$ cat src/rtl/sfc_pkg.sv
package sfc_pkg;
  localparam int DATA_W     = 8;
  localparam int FIFO_DEPTH = 8;
  localparam int CNT_W      = $clog2(FIFO_DEPTH + 1);
  localparam int TXNE_LVL_A = 2;
  localparam int TXNE_LVL_B = 4;
  localparam int RXNF_LVL_A = 6;
  localparam int RXNF_LVL_B = 4;

  // Control fields, msb first: bit5 .. bit0
  typedef struct packed {
    logic rx_wm_sel;
    logic tx_wm_sel;
    logic int_clr_mode;
    logic txne_ie;
    logic rxnf_ie;
    logic fifo_en;
  } ctrl_t;

  function automatic logic [CNT_W-1:0] active_depth(input logic fifo_en);
    return fifo_en ? CNT_W'(FIFO_DEPTH) : CNT_W'(1);
  endfunction

  function automatic logic near_empty(input logic [CNT_W-1:0] cnt, input logic sel);
    return cnt <= CNT_W'(sel ? TXNE_LVL_B : TXNE_LVL_A);
  endfunction

  function automatic logic near_full(input logic [CNT_W-1:0] cnt, input logic sel);
    return cnt >= CNT_W'(sel ? RXNF_LVL_B : RXNF_LVL_A);
  endfunction
endpackage

$ cat src/rtl/sfc_ctrl_reg.sv
module sfc_ctrl_reg
  import sfc_pkg::*;
(
  input  logic       clk,
  input  logic       rst_n,
  input  logic       wr_en,
  input  logic [7:0] wdata,
  output ctrl_t      ctrl,
  output logic [7:0] rdata
);
  logic wr_take;
  assign wr_take = wr_en && wdata[0];

  always_ff @(posedge clk or negedge rst_n) begin
    if (!rst_n)       ctrl <= '0;
    else if (wr_take) ctrl <= ctrl_t'(wdata[5:0]);
  end

  assign rdata = {2'b00, ctrl};


  ign_write_chk: assert property (@(posedge clk) disable iff (!rst_n)
    (wr_en && !wdata[0]) |=> $stable(ctrl));

  mode_hold_chk: assert property (@(posedge clk) disable iff (!rst_n)
    !$fell(ctrl.fifo_en));
endmodule

$ cat src/rtl/sfc_fifo.sv
module sfc_fifo #(
  parameter  int DATA_W = 8,
  parameter  int DEPTH  = 8,
  localparam int CNT_W  = $clog2(DEPTH + 1),
  localparam int PTR_W  = (DEPTH > 1) ? $clog2(DEPTH) : 1
) (
  input  logic              clk,
  input  logic              rst_n,
  input  logic              fifo_en,
  input  logic              push,
  input  logic [DATA_W-1:0] wdata,
  input  logic              pop,
  output logic [DATA_W-1:0] rdata,
  output logic [CNT_W-1:0]  count,
  output logic              push_drop
);
  logic [DATA_W-1:0] mem [DEPTH];
  logic [PTR_W-1:0]  wr_ptr, rd_ptr;
  logic [CNT_W-1:0]  cur_depth;
  logic              push_ok, pop_ok;

  function automatic logic [PTR_W-1:0] ptr_next(input logic [PTR_W-1:0] p);
    return (p == PTR_W'(DEPTH - 1)) ? '0 : p + PTR_W'(1);
  endfunction

  assign cur_depth = fifo_en ? CNT_W'(DEPTH) : CNT_W'(1);
  assign push_ok   = push && (count < cur_depth);
  assign pop_ok    = pop && (count != '0);
  assign push_drop = push && !push_ok;
  assign rdata     = mem[rd_ptr];

  always_ff @(posedge clk) begin
    if (push_ok) mem[wr_ptr] <= wdata;
  end

  always_ff @(posedge clk or negedge rst_n) begin
    if (!rst_n) begin
      wr_ptr <= '0;
      rd_ptr <= '0;
      count  <= '0;
    end else begin
      if (push_ok) wr_ptr <= ptr_next(wr_ptr);
      if (pop_ok)  rd_ptr <= ptr_next(rd_ptr);
      case ({push_ok, pop_ok})
        2'b10:   count <= count + CNT_W'(1);
        2'b01:   count <= count - CNT_W'(1);
        default: count <= count;
      endcase
    end
  end


  cnt_bound_chk: assert property (@(posedge clk) disable iff (!rst_n)
    count <= cur_depth);

  full_push_chk: assert property (@(posedge clk) disable iff (!rst_n)
    (push && !pop && count == cur_depth) |=> $stable(count));

  empty_pop_chk: assert property (@(posedge clk) disable iff (!rst_n)
    (pop && !push && count == '0) |=> (count == '0));
endmodule

$ cat src/rtl/spi_fifo_flagctl.sv
module spi_fifo_flagctl
  import sfc_pkg::*;
(
  input  logic       clk,
  input  logic       rst_n,
  input  logic       reg_wr,
  input  logic [7:0] reg_wdata,
  output logic [7:0] reg_rdata,
  input  logic       buf_rx_ie,
  input  logic       buf_tx_ie,
  input  logic       tx_push,
  input  logic [7:0] tx_wdata,
  input  logic       tx_pop,
  output logic [7:0] tx_rdata,
  input  logic       rx_push,
  input  logic [7:0] rx_wdata,
  input  logic       rx_pop,
  output logic [7:0] rx_rdata,
  output logic       rx_full_flag,
  output logic       tx_empty_flag,
  output logic       tx_near_empty_flag,
  output logic       rx_near_full_flag,
  output logic       ovf_sticky,
  output logic       irq
);
  ctrl_t            ctrl;
  logic [CNT_W-1:0] tx_cnt, rx_cnt;
  logic             tx_drop, rx_drop;
  logic             irq_rxf, irq_txe, irq_txne, irq_rxnf;

  sfc_ctrl_reg u_ctrl (
    .clk(clk), .rst_n(rst_n), .wr_en(reg_wr), .wdata(reg_wdata),
    .ctrl(ctrl), .rdata(reg_rdata)
  );

  sfc_fifo #(.DATA_W(DATA_W), .DEPTH(FIFO_DEPTH)) u_txq (
    .clk(clk), .rst_n(rst_n), .fifo_en(ctrl.fifo_en),
    .push(tx_push), .wdata(tx_wdata), .pop(tx_pop),
    .rdata(tx_rdata), .count(tx_cnt), .push_drop(tx_drop)
  );

  sfc_fifo #(.DATA_W(DATA_W), .DEPTH(FIFO_DEPTH)) u_rxq (
    .clk(clk), .rst_n(rst_n), .fifo_en(ctrl.fifo_en),
    .push(rx_push), .wdata(rx_wdata), .pop(rx_pop),
    .rdata(rx_rdata), .count(rx_cnt), .push_drop(rx_drop)
  );

  assign rx_full_flag       = (rx_cnt == active_depth(ctrl.fifo_en));
  assign tx_empty_flag      = (tx_cnt == '0);
  assign tx_near_empty_flag = ctrl.fifo_en && near_empty(tx_cnt, ctrl.tx_wm_sel);
  assign rx_near_full_flag  = ctrl.fifo_en && near_full(rx_cnt, ctrl.rx_wm_sel);

  assign irq_rxf  = rx_full_flag && buf_rx_ie;
  assign irq_txe  = tx_empty_flag && buf_tx_ie;
  assign irq_txne = tx_near_empty_flag && ctrl.txne_ie;
  assign irq_rxnf = rx_near_full_flag && ctrl.rxnf_ie;
  assign irq      = irq_rxf || irq_txe || irq_txne || irq_rxnf;

  always_ff @(posedge clk or negedge rst_n) begin
    if (!rst_n)                 ovf_sticky <= 1'b0;
    else if (tx_drop || rx_drop) ovf_sticky <= 1'b1;
  end


  ovf_keep_chk: assert property (@(posedge clk) disable iff (!rst_n)
    !$fell(ovf_sticky));

  irq_src_chk: assert property (@(posedge clk) disable iff (!rst_n)
    irq |-> (rx_full_flag || tx_empty_flag || tx_near_empty_flag || rx_near_full_flag));

  wm_mode_chk: assert property (@(posedge clk) disable iff (!rst_n)
    !ctrl.fifo_en |-> !(tx_near_empty_flag || rx_near_full_flag));
endmodule

$ cat config.mk
export PLATFORM = sky130hd
export DESIGN_NAME = spi_fifo_flagctl
export DESIGN_NICKNAME = d
export VERILOG_FILES = /design/src/rtl/sfc_pkg.sv /design/src/rtl/sfc_ctrl_reg.sv /design/src/rtl/sfc_fifo.sv /design/src/rtl/spi_fifo_flagctl.sv
export SDC_FILE = /design/constraint.sdc
export NUM_CORES = 1
export LEC_CHECK = 0
export ABC_CLOCK_PERIOD_IN_PS = 8200
export BUFFER_PORTS_ARGS = -buffer_cell sky130_fd_sc_hd__buf_4
export CAP_MARGIN = 20
export CORE_ASPECT_RATIO = 0.75
export CORE_MARGIN = 2
export CORE_UTILIZATION = 30
export CTS_CLUSTER_DIAMETER = 120
export DETAILED_ROUTE_END_ITERATION = 8
export PLACE_DENSITY_LB_ADDON = 0.15
export SYNTH_ARGS = -nofsm -noshare
export SYNTH_HDL_FRONTEND = slang
export SYNTH_SLANG_ARGS = --single-unit
$ cat constraint.sdc
create_clock -name clk -period 8.2 [get_ports clk]
set_clock_uncertainty 0.05 [all_clocks]
set_input_delay 0 -clock clk [delete_from_list [all_inputs] [get_ports clk]]
set_output_delay 0 -clock clk [all_outputs]
set_load 0.01 [all_outputs]
; ---- Word level (Yosys, flattened, before mapping)
; Memory sizes are Yosys's and may differ from the RTL's.
; Cells that the tools add are included.
[totals]
register_bits = 27
in_bits = 33
mem_bits_rw = 128
wordCells = 73
mem_count = 2
[classes]
reduce_logical = 24
addsub = 8
mux = 13
eq_ne = 9
n_lt_le_gt_ge = 4
[memory_table]
columns = memory, depth, width, rd, rd_ports_with_merged_regs, wr, line_no
row1 = u_rxq.mem, 8, 8, 1, 0, 1, sfc_fifo.sv:17  ; logic [DATA_W-1:0] mem [DEPTH];
row2 = u_txq.mem, 8, 8, 1, 0, 1, sfc_fifo.sv:17
[ops]
columns = operator, count
row1 = one-hot mux 4 bit (2 select lines), 2
row2 = 2-to-1 mux 3 bit, 5
row3 = logical AND 1 bit, 13
row4 = "adder 3 x 1 -> 3 bit, second input constant", 4
row5 = "equality test 3 bit, second input constant", 4
row6 = "adder 4 x 1 -> 4 bit, second input constant", 2
row7 = less-than comparator 4 bit, 2
row8 = nonzero test 4 bit, 2
row9 = "subtractor 4 x 1 -> 4 bit, second input constant", 2
row10 = "equality test 2 x 1 -> 1 bit, second input constant", 2
row11 = "equality test 2 bit, second input constant", 2
row12 = equality test 4 bit, 1
row13 = >= comparator 4 x 3 -> 1 bit, 1
row14 = less-or-equal comparator 4 x 3 -> 1 bit, 1
row15 = zero test 4 bit, 1
row16 = logical OR 1 bit, 4
row17 = 2-to-1 mux 1 bit, 4
row18 = 2-to-1 mux 4 bit, 1
row19 = nonzero test 2 bit, 2
row20 = zero test 1 bit, 2
row21 = 2-to-1 mux 2 bit, 1

; ---- Longest topological paths before layout
; Gate-level depths: netlist (run 1).
[logic_depth]
depth_word = 6
mapped_depth = 12
mapped_depth_nobuf = 11

; ---- By module
; From an unflattened synthesis (run 1), not the netlist that was laid out.
[hier_totals]
cells_unflattened = 376
hier_area_um2 = 6935.4
[modules_own_cells]
columns = module, seq_area_each_um2, area_per_inst_um2, instances, cells_per_inst
row1 = sfc_fifo (u_txq), 2172.1, 3220.6, 1, 162
row2 = sfc_fifo (u_rxq), 2172.1, 3219.3, 1, 163
row3 = sfc_ctrl_reg, 150.1, 284.0, 1, 22
row4 = spi_fifo_flagctl, 25.0, 211.5, 1, 29

; ---- Worst setup path after synthesis (run 1)
; OpenSTA, ideal clock, no wires.
[synth_timing]
path_kind = reg-to-reg
start = reg u_ctrl.ctrl[0] (netlist name)
end = reg u_rxq.count[3]
arrival_ns = 2.706
path_stages_with_launch = 12
setup_slack_ns = 5.318
setup_time_ns = 0.126
path_buffers = 0
path_cell_list = dfrtp_1 inv_1 ha_1 a21boi_1 nor3b_4 inv_2 ha_1 ha_1 a21o_1 a2111oi_2 a41oi_1 a311o_1
[synth_via]
elab_chain_len = 5
elab_cells_between_ends = 7
classes_between = order compare: 1 / eq/ne: 2 / mux: 2 / reduce/logical: 2
[synth_rtl]
columns = item, line_no
row1 = 2-to-1 mux 4 bit *, sfc_fifo.sv:26  ; assign cur_depth = fifo_en ? CNT_W'(DEPTH) : CNT_W'(1);
row2 = less-than comparator 4 bit *, sfc_fifo.sv:27  ; assign push_ok = push && (count < cur_depth);
row3 = logical AND 1 bit *, sfc_fifo.sv:27
row4 = equality test 2 x 1 -> 1 bit / equality test 2 bit (equally long branches), sfc_fifo.sv:44  ; case ({push_ok, pop_ok})
row5 = one-hot mux 4 bit (2 select lines) / nonzero test 2 bit (equally long branches), n/a
row6 = end signal: assignment, sfc_fifo.sv:45  ; 2'b10: count <= count + CNT_W'(1);
row7 = end signal: assignment, sfc_fifo.sv:46  ; 2'b01: count <= count - CNT_W'(1);
row8 = end signal: assignment, sfc_fifo.sv:47  ; default: count <= count;
row9 = end: declaration, sfc_fifo.sv:14  ; output logic [CNT_W-1:0] count,
; Every way passes the cells marked *; elsewhere a longest branch is shown, timed or not.
; A chain may end at the register's enable or synchronous reset.

; ---- Final worst setup path (run 1)
[layout_timing]
start = reg u_ctrl.ctrl[0] (netlist name)
end = reg u_rxq.count[3]
[layout_via]
elab_chain_len = 5
elab_cells_between_ends = 7
classes_between = order compare: 1 / eq/ne: 2 / mux: 2 / reduce/logical: 2
[layout_rtl]
columns = item, line_no
row1 = 2-to-1 mux 4 bit *, sfc_fifo.sv:26
row2 = less-than comparator 4 bit *, sfc_fifo.sv:27
row3 = logical AND 1 bit *, sfc_fifo.sv:27
row4 = equality test 2 x 1 -> 1 bit / equality test 2 bit (equally long branches), sfc_fifo.sv:44
row5 = one-hot mux 4 bit (2 select lines) / nonzero test 2 bit (equally long branches), n/a
; Marks and branches as above.

==> metrics.yaml, run 1 <==
min-delay-path-class: "in2reg"
layout_common_cells: "sky130_fd_sc_hd__edfxtp_1, sky130_fd_sc_hd__buf_4, sky130_fd_sc_hd__dlygate4sd3_1"
route.antenna.remaining_nets: 0
final_report_hold_violation_count: 0
grt.total_usage: 0.119
timing_worst_slew_pin_value_ns: 0.969
yosys_register_bits: 155
antenna-diode-count: 0
clock.fmax_mhz: 312
cts.reportedPaths.clkPinSlew_ns: 0.07
initial_drc_count: 122
cts_max_path_buffers: 2
crit_path_end: "u_rxq.count[3]"
cts-htree-levels: 4
dieWidth_um: 176
drv.max_cap_violation_count: 0
dr.max_layer_used: "met4"
cts-hold-fix-buffers: 29
multi_input_logic_area_um2: 2010
result_of_the_run: "complete, no violations"
post_drt_wl_per_cell_um: 17.0
post_synth_top_flop: "sky130_fd_sc_hd__edfxtp_1"
initial_core_util: 0.304
layout-drive-gt1-share: 0.359
cts_setup_buffers: 0
synth_enable_flop_cells: 128
critPathArrivalTime_ns: 3.45
peak_supply_drop_mv: 0.151
quantity_of_i_o_buffers_inserted_on_ports: 58
initial_antenna_violation_count: 0
synth.lib_cells_used.distinct: 50
timing.slew.headroom: 0.352
start_kind: "flop"
rr_startpoint: "u_ctrl.ctrl[0]"
cts_tree: "built"
asyncSetResetFlopFracSynth: 0.174
power.density_cell_area_nw_per_um2: 329
floorplan.core_area_um2: 21900
hold_ws_ns: 0.0305
routed_wirelength_um: 13000
register_area_um2: 4520
worst-r2r-setup-slack_ns: 4.99
postSynthCellCount: 356
io_pins: 63
power.leakage_nw: 2.99
grt_pass1_wl_um: 20600
tritoncts_buffers: 17
post-route-drc-count: 0
worstSetupEndpointType: "flop"
worst-r2r-cell-count: 11
met1Wirelength_um: 6490
commonest_non_fill_non_tap_cell_in_the_layout: "sky130_fd_sc_hd__edfxtp_1"
final.fill_count: 2026
worst_skew_pair_later_pin_latency_ns: 0.42
clock_sinks: 155
overflow: 0
synth_area_um2: 6660
wl_met3_um: 451
area_growth_pct: 24.7
cp_data_required_time_ns: 8.45
placement_rows: 47
timing.final.setup_violations: 0
critPathMaxFanout: 9
gp_weighted_congestion: 0.688
pin_count_of_the_biggest_net_entering_global_routing: 28
layout_worst_path_cycle_share: 0.391
die_h_um: 133
min_period_ns: 3.21
timing.setup.critical_path_class: "reg2reg"
yosysSeqAreaShare: 0.679
detailroute.wirelength.met2_um: 5930
first_global_vias: 3782
syn-mean-instance-area_um2: 18.7
finalNetCount: 512
report.final.slew_viol_count: 0
clockRootBuffer: "sky130_fd_sc_hd__clkbuf_16"
startpoint: "u_ctrl.ctrl[0]"
die_area_um2: 23400
setup-tns-final_ns: 0
post_drt_via_cell_ratio: 4.53
cts_repair_resize_count: 0
synth-warning-count: 0
capture_instance_of_the_worst_register_to_register_path: "u_rxq.count[3]"
vias: 3466
grt_setup_unrepaired: "false"
place_hpwl_um: 8340
detailedRoute.firstPassIterationCount: 4
==> registers in the layout, summed over array words and instances, names as in the netlist <==
register,count
u_rxq.rd_ptr,3
u_txq.mem,64
u_txq.rd_ptr,3
u_ctrl.ctrl,6
ovf_sticky,1
u_rxq.wr_ptr,3
u_rxq.mem,64
u_rxq.count,4
u_txq.wr_ptr,3
u_txq.count,4
==> area by class of cell <==
type | instances | area share
Timing Repair Buffer | 98 | 0.0985
Tap cell | 294 | 0.0443
Clock buffer | 18 | 0.0517
Clock inverter | 14 | 0.0133
Multi-Input combinational cell | 173 | 0.242
Sequential cell | 155 | 0.544
Inverter | 13 | 0.00587
==> synth_stat cells, drive strengths merged, types with 2 or more instances <==
cell type,count,area share
edfxtp,128,0.58
mux4,32,0.11
dfrtp,27,0.10
mux2,27,0.046
ha,20,0.038
buf,15,0.019
nand2,14,0.0090
inv,13,0.0073
nor3,11,0.0083
nand2b,7,0.0066
nor2,6,0.0034
o21ai,6,0.0045
xor2,6,0.0079
nor4,5,0.0070
nor4b,5,0.0066
a21o,4,0.0045
a21boi,3,0.0034
a21oi,2,0.0015
nand3,2,0.0015
nor2b,2,0.0019
o41ai,2,0.0066
xnor2,2,0.0026
==> worst min path at each step <==
| stage | startpoint | endpoint | slack, ns | cells after the start |
|---|---|---|---|---|
| final | tx_pop | u_txq.rd_ptr[1] | 0.03 | 4 |
| after global routing | tx_pop | u_txq.rd_ptr[1] | 0.03 | 4 |
| after CTS | tx_pop | u_txq.rd_ptr[1] | 0.007 | 4 |
| after detailed placement | rst_n | u_ctrl.ctrl[4] | -0.09 | 1 |
| after global placement | rst_n | u_txq.count[1] | -0.1 | 1 |
| after floorplan | rst_n | ovf_sticky | -0.35 | 0 |
==> metrics by stage <==
stage	cell area (µm²)	util	worst slack, ns	power [mW]	instances
finish	8310	0.379	4.99	2.73	765
detailed placement	7450	0.340	4.98	2.04	702
CTS	8290	0.378	4.95	2.78	763
global route	8310	0.379	4.82	2.90	765
global placement	7450	0.340	5.08	2.01	702
floorplan	6660	-	5.32	1.74	357
==> logic make-up (layout without fill, tap and decap cells) <==
family / after synthesis / after routing / synth area share
multiplexers: 59 / 59 / 0.158
flip-flops: 155 / 155 / 0.679
adder cells (fa/ha/maj): 21 / 21 / 0.0406
other: 1 / 2 / 0.000563
AND/OR/NAND/NOR: 57 / 57 / 0.0517
buffers and inverters: 29 / 143 / 0.0272
AO/OA/AOI/OAI: 26 / 26 / 0.0329
XOR/XNOR: 8 / 8 / 0.0105
==> routing by layer <==
metal / vias up / GRT usage
met5: - / 0
met4: 0 / 0.0358
met3: 12 / 0.0376
met2: 64 / 0.181
met1: 1763 / 0.162
li1: 1627 / -
==> worst max-delay path, cell delays in order (launching register included) <==
cell and delay [ns]:
sky130_fd_sc_hd__dfrtp_1 0.44, sky130_fd_sc_hd__inv_1 0.15, sky130_fd_sc_hd__ha_1 0.30, sky130_fd_sc_hd__a21boi_1 0.16, sky130_fd_sc_hd__nor3b_4 0.29, sky130_fd_sc_hd__inv_2 0.16
sky130_fd_sc_hd__ha_1 0.26, sky130_fd_sc_hd__ha_1 0.28, sky130_fd_sc_hd__a21o_1 0.21, sky130_fd_sc_hd__a2111oi_2 0.36, sky130_fd_sc_hd__a41oi_1 0.08, sky130_fd_sc_hd__a311o_1 0.33
==> where the power goes <==
part           internal [mW]  switching, mW
clock                  0.393          0.329
combinational          0.485          0.376
sequential             0.979          0.171
(Power assumes the default switching activity.)
==> run 2, diff against run 1 <==
--- a/config.mk
+++ b/config.mk
@@ -5,7 +5,7 @@
 export SDC_FILE = /design/constraint.sdc
 export NUM_CORES = 1
 export LEC_CHECK = 0
-export ABC_CLOCK_PERIOD_IN_PS = 8200
+export ABC_CLOCK_PERIOD_IN_PS = 3200
 export BUFFER_PORTS_ARGS = -buffer_cell sky130_fd_sc_hd__buf_4
 export CAP_MARGIN = 20
 export CORE_ASPECT_RATIO = 0.75
==> constraint.sdc (replaced) <==
create_clock -name clk -period 3.2 [get_ports clk]
set_clock_uncertainty 0.05 [all_clocks]
set_input_delay 0 -clock clk [delete_from_list [all_inputs] [get_ports clk]]
set_output_delay 0 -clock clk [all_outputs]
set_load 0.01 [all_outputs]
==> run 2 against run 1 <==
Effect of this change:
- cell count up 1.2%
- setup slack got worse by 4.8 ns
- combinational power increased to 2.6 times the previous value
- count of clock-buffer cells in the layout is the same
- first-iteration DRC count up 16%
- via count is 1.6% higher
- design area grew 1.0%
- register-to-register slack worse by 4.8 ns
- utilization up 0.39 points
- largest power group unchanged
==> metrics.yaml, run 2 (same netlist as run 1, synthesis figures left out) <==
result_of_the_run: "complete, no violations"
tritoncts_buffers: 17
final_report_hold_violation_count: 0
peak_supply_drop_mv: 0.376
initial_core_util: 0.304
routed_wirelength_um: 13100
layout_common_cells: "sky130_fd_sc_hd__edfxtp_1, sky130_fd_sc_hd__buf_4, sky130_fd_sc_hd__dlygate4sd3_1"
clock_sinks: 155
floorplan.core_area_um2: 21900
reg.largest.list: "u_rxq.mem: 64 flops, u_txq.mem: 64 flops, u_ctrl.ctrl: 6 flops"
antenna-diode-count: 0
quantity_of_i_o_buffers_inserted_on_ports: 58
placedInstanceArea_um2: 7510
finalNetCount: 521
drv.max_cap_violation_count: 0
place_hpwl_um: 8340
report.final.slew_viol_count: 0
clock.fmax_mhz: 335
setup-tns-final_ns: 0
hold_ws_ns: 0.0348
grt.total_usage: 0.118
layout_worst_path_cycle_share: 0.933
timing_worst_slew_pin_value_ns: 0.891
worstSetupEndpointType: "flop"
total_power_mw: 7.13
timing.slew.headroom: 0.406
commonest_non_fill_non_tap_cell_in_the_layout: "sky130_fd_sc_hd__edfxtp_1"
cts_max_path_buffers: 2
cp_data_required_time_ns: 3.45
timing.final.setup_violations: 0
layout-drive-gt1-share: 0.369
final.fill_count: 2012
timing.setup.critical_path_class: "reg2reg"
crit_path_cell_trace: "inv_2 > ha_1 > a21boi_2 > nor3b_4 > inv_2 > ha_1 > ha_1 > a21o_1 > a2111oi_4 > a41oi_1 > a311o_1"
cts_setup_buffers: 0
area_growth_pct: 26.0
delay_of_the_slowest_critical_path_stage_ns: 0.45
die_area_um2: 23400
first_global_vias: 3667
min-delay-path-class: "in2reg"
stdcell_area_um2: 8390
grt_setup_unrepaired: "false"
io_pins: 63
overflow: 0
critical-path-top-cell-by-count: "sky130_fd_sc_hd__ha_1"
crit_slowest_cell: "sky130_fd_sc_hd__dfrtp_2"
critPathTopFamily: "compound AO/OA/AOI/OAI gates"
min_period_ns: 2.99
cts-htree-levels: 4
cts.reportedPaths.clkPinSlew_ns: 0.07
post-route-drc-count: 0
initial_drc_count: 142
critPathArrivalTime_ns: 3.24
initial_antenna_violation_count: 0
worst_skew_pair_later_pin_latency_ns: 0.42
cts_tree: "built"
multi_input_logic_area_um2: 2010
placement_rows: 47
post_drt_wl_per_cell_um: 16.9
gp_weighted_congestion: 0.759
dieWidth_um: 176
pin_count_of_the_biggest_net_entering_global_routing: 19
die_h_um: 133
power.leakage_nw: 3.06
clockRootBuffer: "sky130_fd_sc_hd__clkbuf_16"
route.antenna.remaining_nets: 0
vias: 3523
power.density_cell_area_nw_per_um2: 849
start_kind: "flop"
register_area_um2: 4520
grt_pass1_wl_um: 20500
detailedRoute.firstPassIterationCount: 4
critical_path_buf_inv_count: 2
critPathMaxFanout: 9
post_drt_via_cell_ratio: 4.55
==> run 2: through the flow <==
stage | cells | utilization | setup slack, ns
final | 774 | 0.383 | 0.214
after global routing | 774 | 0.383 | 0.0306
after CTS | 774 | 0.382 | 0.0651
after detailed placement | 713 | 0.343 | 0.0754
after global placement | 713 | 0.343 | 0.208
after floorplan | 357 | - | 0.318
==> run 2: final cells by class <==
type                    count  share of cell area
flip-flops and latches    155               0.539
multi-input cells         173               0.239
repair buffers            107               0.104
clock buffers              18              0.0511
well taps                 294              0.0438
clock inverters            14              0.0168
inverters                  13             0.00581
==> run 2: final timing paths <==
path                                     start               to  slack, ns  depth (start not counted)
worst max-delay path            u_ctrl.ctrl[0]   u_rxq.count[3]       0.21                         11
worst min-delay path                    tx_pop  u_txq.rd_ptr[1]       0.03                          4
worst max register to register  u_ctrl.ctrl[0]   u_rxq.count[3]       0.21                         11
worst min register to register  u_ctrl.ctrl[3]   u_ctrl.ctrl[3]       0.49                          1
max in group asynchronous                rst_n   u_ctrl.ctrl[0]       1.17                          4
min in group asynchronous                rst_n  u_rxq.rd_ptr[1]       0.47                          3
==> run 2: what timing repair did <==
item,4_1_cts,5_1_grt
endpoints found under the setup margin,0,1
hold buffers,29,0
resized for setup,0,4
endpoints found under the hold margin,165,0
==> run 2: power by group <==
part | switching [mW] | internal [mW] | total (mW)
logic | 0.977 | 1.27 | 2.25
registers | 0.442 | 2.51 | 2.95
clock network | 0.888 | 1.05 | 1.93
==> run 2: worst reg2reg max path: stages (launching register included) <==
cell                        delay, ns
sky130_fd_sc_hd__dfrtp_2         0.45
sky130_fd_sc_hd__inv_2           0.11
sky130_fd_sc_hd__ha_1            0.24
sky130_fd_sc_hd__a21boi_2        0.18
sky130_fd_sc_hd__nor3b_4         0.20
sky130_fd_sc_hd__inv_2           0.13
sky130_fd_sc_hd__ha_1            0.25
sky130_fd_sc_hd__ha_1            0.28
sky130_fd_sc_hd__a21o_1          0.22
sky130_fd_sc_hd__a2111oi_4       0.36
sky130_fd_sc_hd__a41oi_1         0.07
sky130_fd_sc_hd__a311o_1         0.33
==> run 2: layer usage <==
metal	track usage	up-vias	part of all wire
met1	0.171	1808	0.50
li1	-	1642	-
met5	0	-	0
met4	0.0335	0	0.012
met3	0.0342	14	0.038
met2	0.175	59	0.45
==> run 3, diff against run 2 <==
--- a/config.mk
+++ b/config.mk
@@ -14,6 +14,7 @@
 export CTS_CLUSTER_DIAMETER = 120
 export DETAILED_ROUTE_END_ITERATION = 8
 export PLACE_DENSITY_LB_ADDON = 0.15
+export RECOVER_POWER = 25
 export SYNTH_ARGS = -nofsm -noshare
 export SYNTH_HDL_FRONTEND = slang
 export SYNTH_SLANG_ARGS = --single-unit
==> run 3 against run 2 <==
Effect of this change:
- cell count is the same
- utilization shrank 0.22 points
- worst hold slack gained 0.0013 ns
- via count shrank 0.20%
- fmax grew 0.10%
- critical path depth is the same
- routed wire length shrank 0.33%
- sequential share of layout area grew 0.31 points
- global-route usage is the same
- sequential power is essentially flat
- setup slack gained 0.0030 ns
- sequential cell count is the same
- highest routed layer unchanged
==> metrics.yaml, run 3 (same netlist as run 1, synthesis figures left out) <==
result_of_the_run: "complete, no violations"
drv.max_cap_violation_count: 0
worst_skew_pair_later_pin_latency_ns: 0.42
cts_tree: "built"
rr_startpoint: "u_ctrl.ctrl[0]"
worst-r2r-cell-count: 11
antenna-diode-count: 0
min_period_ns: 2.98
grt_pass1_wl_um: 20500
cts-htree-levels: 4
dieWidth_um: 176
timing.slew.headroom: 0.407
post_drt_wl_per_cell_um: 16.9
cts_max_path_buffers: 2
layout_common_cells: "sky130_fd_sc_hd__edfxtp_1, sky130_fd_sc_hd__buf_4, sky130_fd_sc_hd__dlygate4sd3_1"
area_growth_pct: 25.3
final.fill_count: 2023
report.final.slew_viol_count: 0
cp_data_required_time_ns: 3.45
clockRootBuffer: "sky130_fd_sc_hd__clkbuf_16"
final_report_hold_violation_count: 0
grt.total_usage: 0.118
critPathMaxFanout: 9
detailedRoute.firstPassIterationCount: 4
initial_drc_count: 141
quantity_of_i_o_buffers_inserted_on_ports: 58
floorplan.core_area_um2: 21900
reg.largest.list: "u_rxq.mem: 64 flops, u_txq.mem: 64 flops, u_ctrl.ctrl: 6 flops"
layout-drive-gt1-share: 0.342
timing.setup.critical_path_class: "reg2reg"
capture_instance_of_the_worst_register_to_register_path: "u_rxq.count[3]"
cts.reportedPaths.clkPinSlew_ns: 0.07
overflow: 0
placedInstanceArea_um2: 7510
finalNetCount: 521
peak_supply_drop_mv: 0.377
route.antenna.remaining_nets: 0
placement_rows: 47
die_area_um2: 23400
post_drt_via_cell_ratio: 4.54
worstSetupEndpointType: "flop"
min_from: "tx_pop"
setup_slack_ns: 0.217
io_pins: 63
first_global_vias: 3667
layout_worst_path_cycle_share: 0.932
delay_of_the_slowest_critical_path_stage_ns: 0.45
setup-tns-final_ns: 0
crit_slowest_cell: "sky130_fd_sc_hd__dfrtp_2"
min_delay_path_depth: 4
critPathArrivalTime_ns: 3.24
critical-path-top-cell-by-count: "sky130_fd_sc_hd__ha_1"
timing.final.setup_violations: 0
whs_endpoint: "u_txq.rd_ptr[1]"
tritoncts_buffers: 17
gp_weighted_congestion: 0.759
worst-r2r-setup-slack_ns: 0.22
power.density_cell_area_nw_per_um2: 853
initial_core_util: 0.304
place_hpwl_um: 8340
timing_worst_slew_pin_value_ns: 0.889
place_worst_setup_slack_ns: 0.0754
routed_wirelength_um: 13100
start_kind: "flop"
die_h_um: 133
stdcell_area_um2: 8340
post-route-drc-count: 0
cts_setup_buffers: 0
clock_sinks: 155
vias: 3516
pin_count_of_the_biggest_net_entering_global_routing: 19
grt_setup_unrepaired: "false"
crit_path_cell_trace: "inv_2 > ha_1 > a21boi_2 > nor3b_4 > inv_2 > ha_1 > ha_1 > a21o_1 > a2111oi_4 > a41oi_1 > a311o_1"
power.leakage_nw: 3.01
commonest_non_fill_non_tap_cell_in_the_layout: "sky130_fd_sc_hd__edfxtp_1"
min-delay-path-class: "in2reg"
initial_antenna_violation_count: 0
clock.fmax_mhz: 335
-- run 3: through the flow --
stage | util | std cells | total power, mW | hold WS, ns
2_1_floorplan | - | 357 | 4.46 | -0.346
3_3_place_gp | 0.343 | 713 | 5.18 | -0.0983
3_5_place_dp | 0.343 | 713 | 5.24 | -0.0930
4_1_cts | 0.382 | 774 | 7.22 | 0.00578
5_1_grt | 0.380 | 774 | 7.56 | 0.0723
6_report | 0.380 | 774 | 7.12 | 0.0361
-- run 3: worst max path at each step --
stage | start | endpoint | slack, ns
6_report | u_ctrl.ctrl[0] | u_rxq.count[3] | 0.22
5_1_grt | u_ctrl.ctrl[0] | u_rxq.count[3] | 0.03
4_1_cts | u_ctrl.ctrl[0] | u_rxq.count[3] | 0.07
3_5_place_dp | u_ctrl.ctrl[0] | u_rxq.count[3] | 0.08
3_3_place_gp | u_ctrl.ctrl[0] | u_rxq.count[3] | 0.21
2_1_floorplan | u_ctrl.ctrl[0] | u_rxq.count[3] | 0.32
-- run 3: final cells by class --
class | instances | area, µm² | area share
Tap cell | 294 | 368 | 0.0441
Sequential cell | 155 | 4520 | 0.542
Clock buffer | 18 | 429 | 0.0514
Clock inverter | 14 | 141 | 0.0169
Inverter | 13 | 48.8 | 0.00585
Multi-Input combinational cell | 173 | 2010 | 0.241
Timing Repair Buffer | 107 | 827 | 0.0991
-- run 3: critical path: cells and delay by family (launching register included) --
kind / cells / cell delay, ns
flops: 1 / 0.45
fa+ha+maj: 3 / 0.77
simple gates: 1 / 0.20
compound gates: 5 / 1.15
buf+inv: 2 / 0.24
-- run 3: layer usage --
metal  vias to the layer above  GRT usage  wire length (µm)
li1                       1644          -                 -
met1                      1798      0.171              6550
met2                        62      0.175              5850
met3                        12     0.0342               506
met4                         0     0.0335               155
met5                         -          0                 0
-- run 3: power by group --
group | leakage, nW | total, mW | internal [mW] | switching [mW]
Clock | 0.281 | 1.93 | 1.05 | 0.887
Combinational | 1.25 | 2.24 | 1.26 | 0.977
Sequential | 1.47 | 2.95 | 2.51 | 0.442
Total | 3.01 | 7.12 | 4.82 | 2.31
-- run 3: repair_timing --
action	CTS	global route
resized for setup	0	4
endpoints found under the setup margin	0	1
hold buffers	29	0
endpoints found under the hold margin	165	0
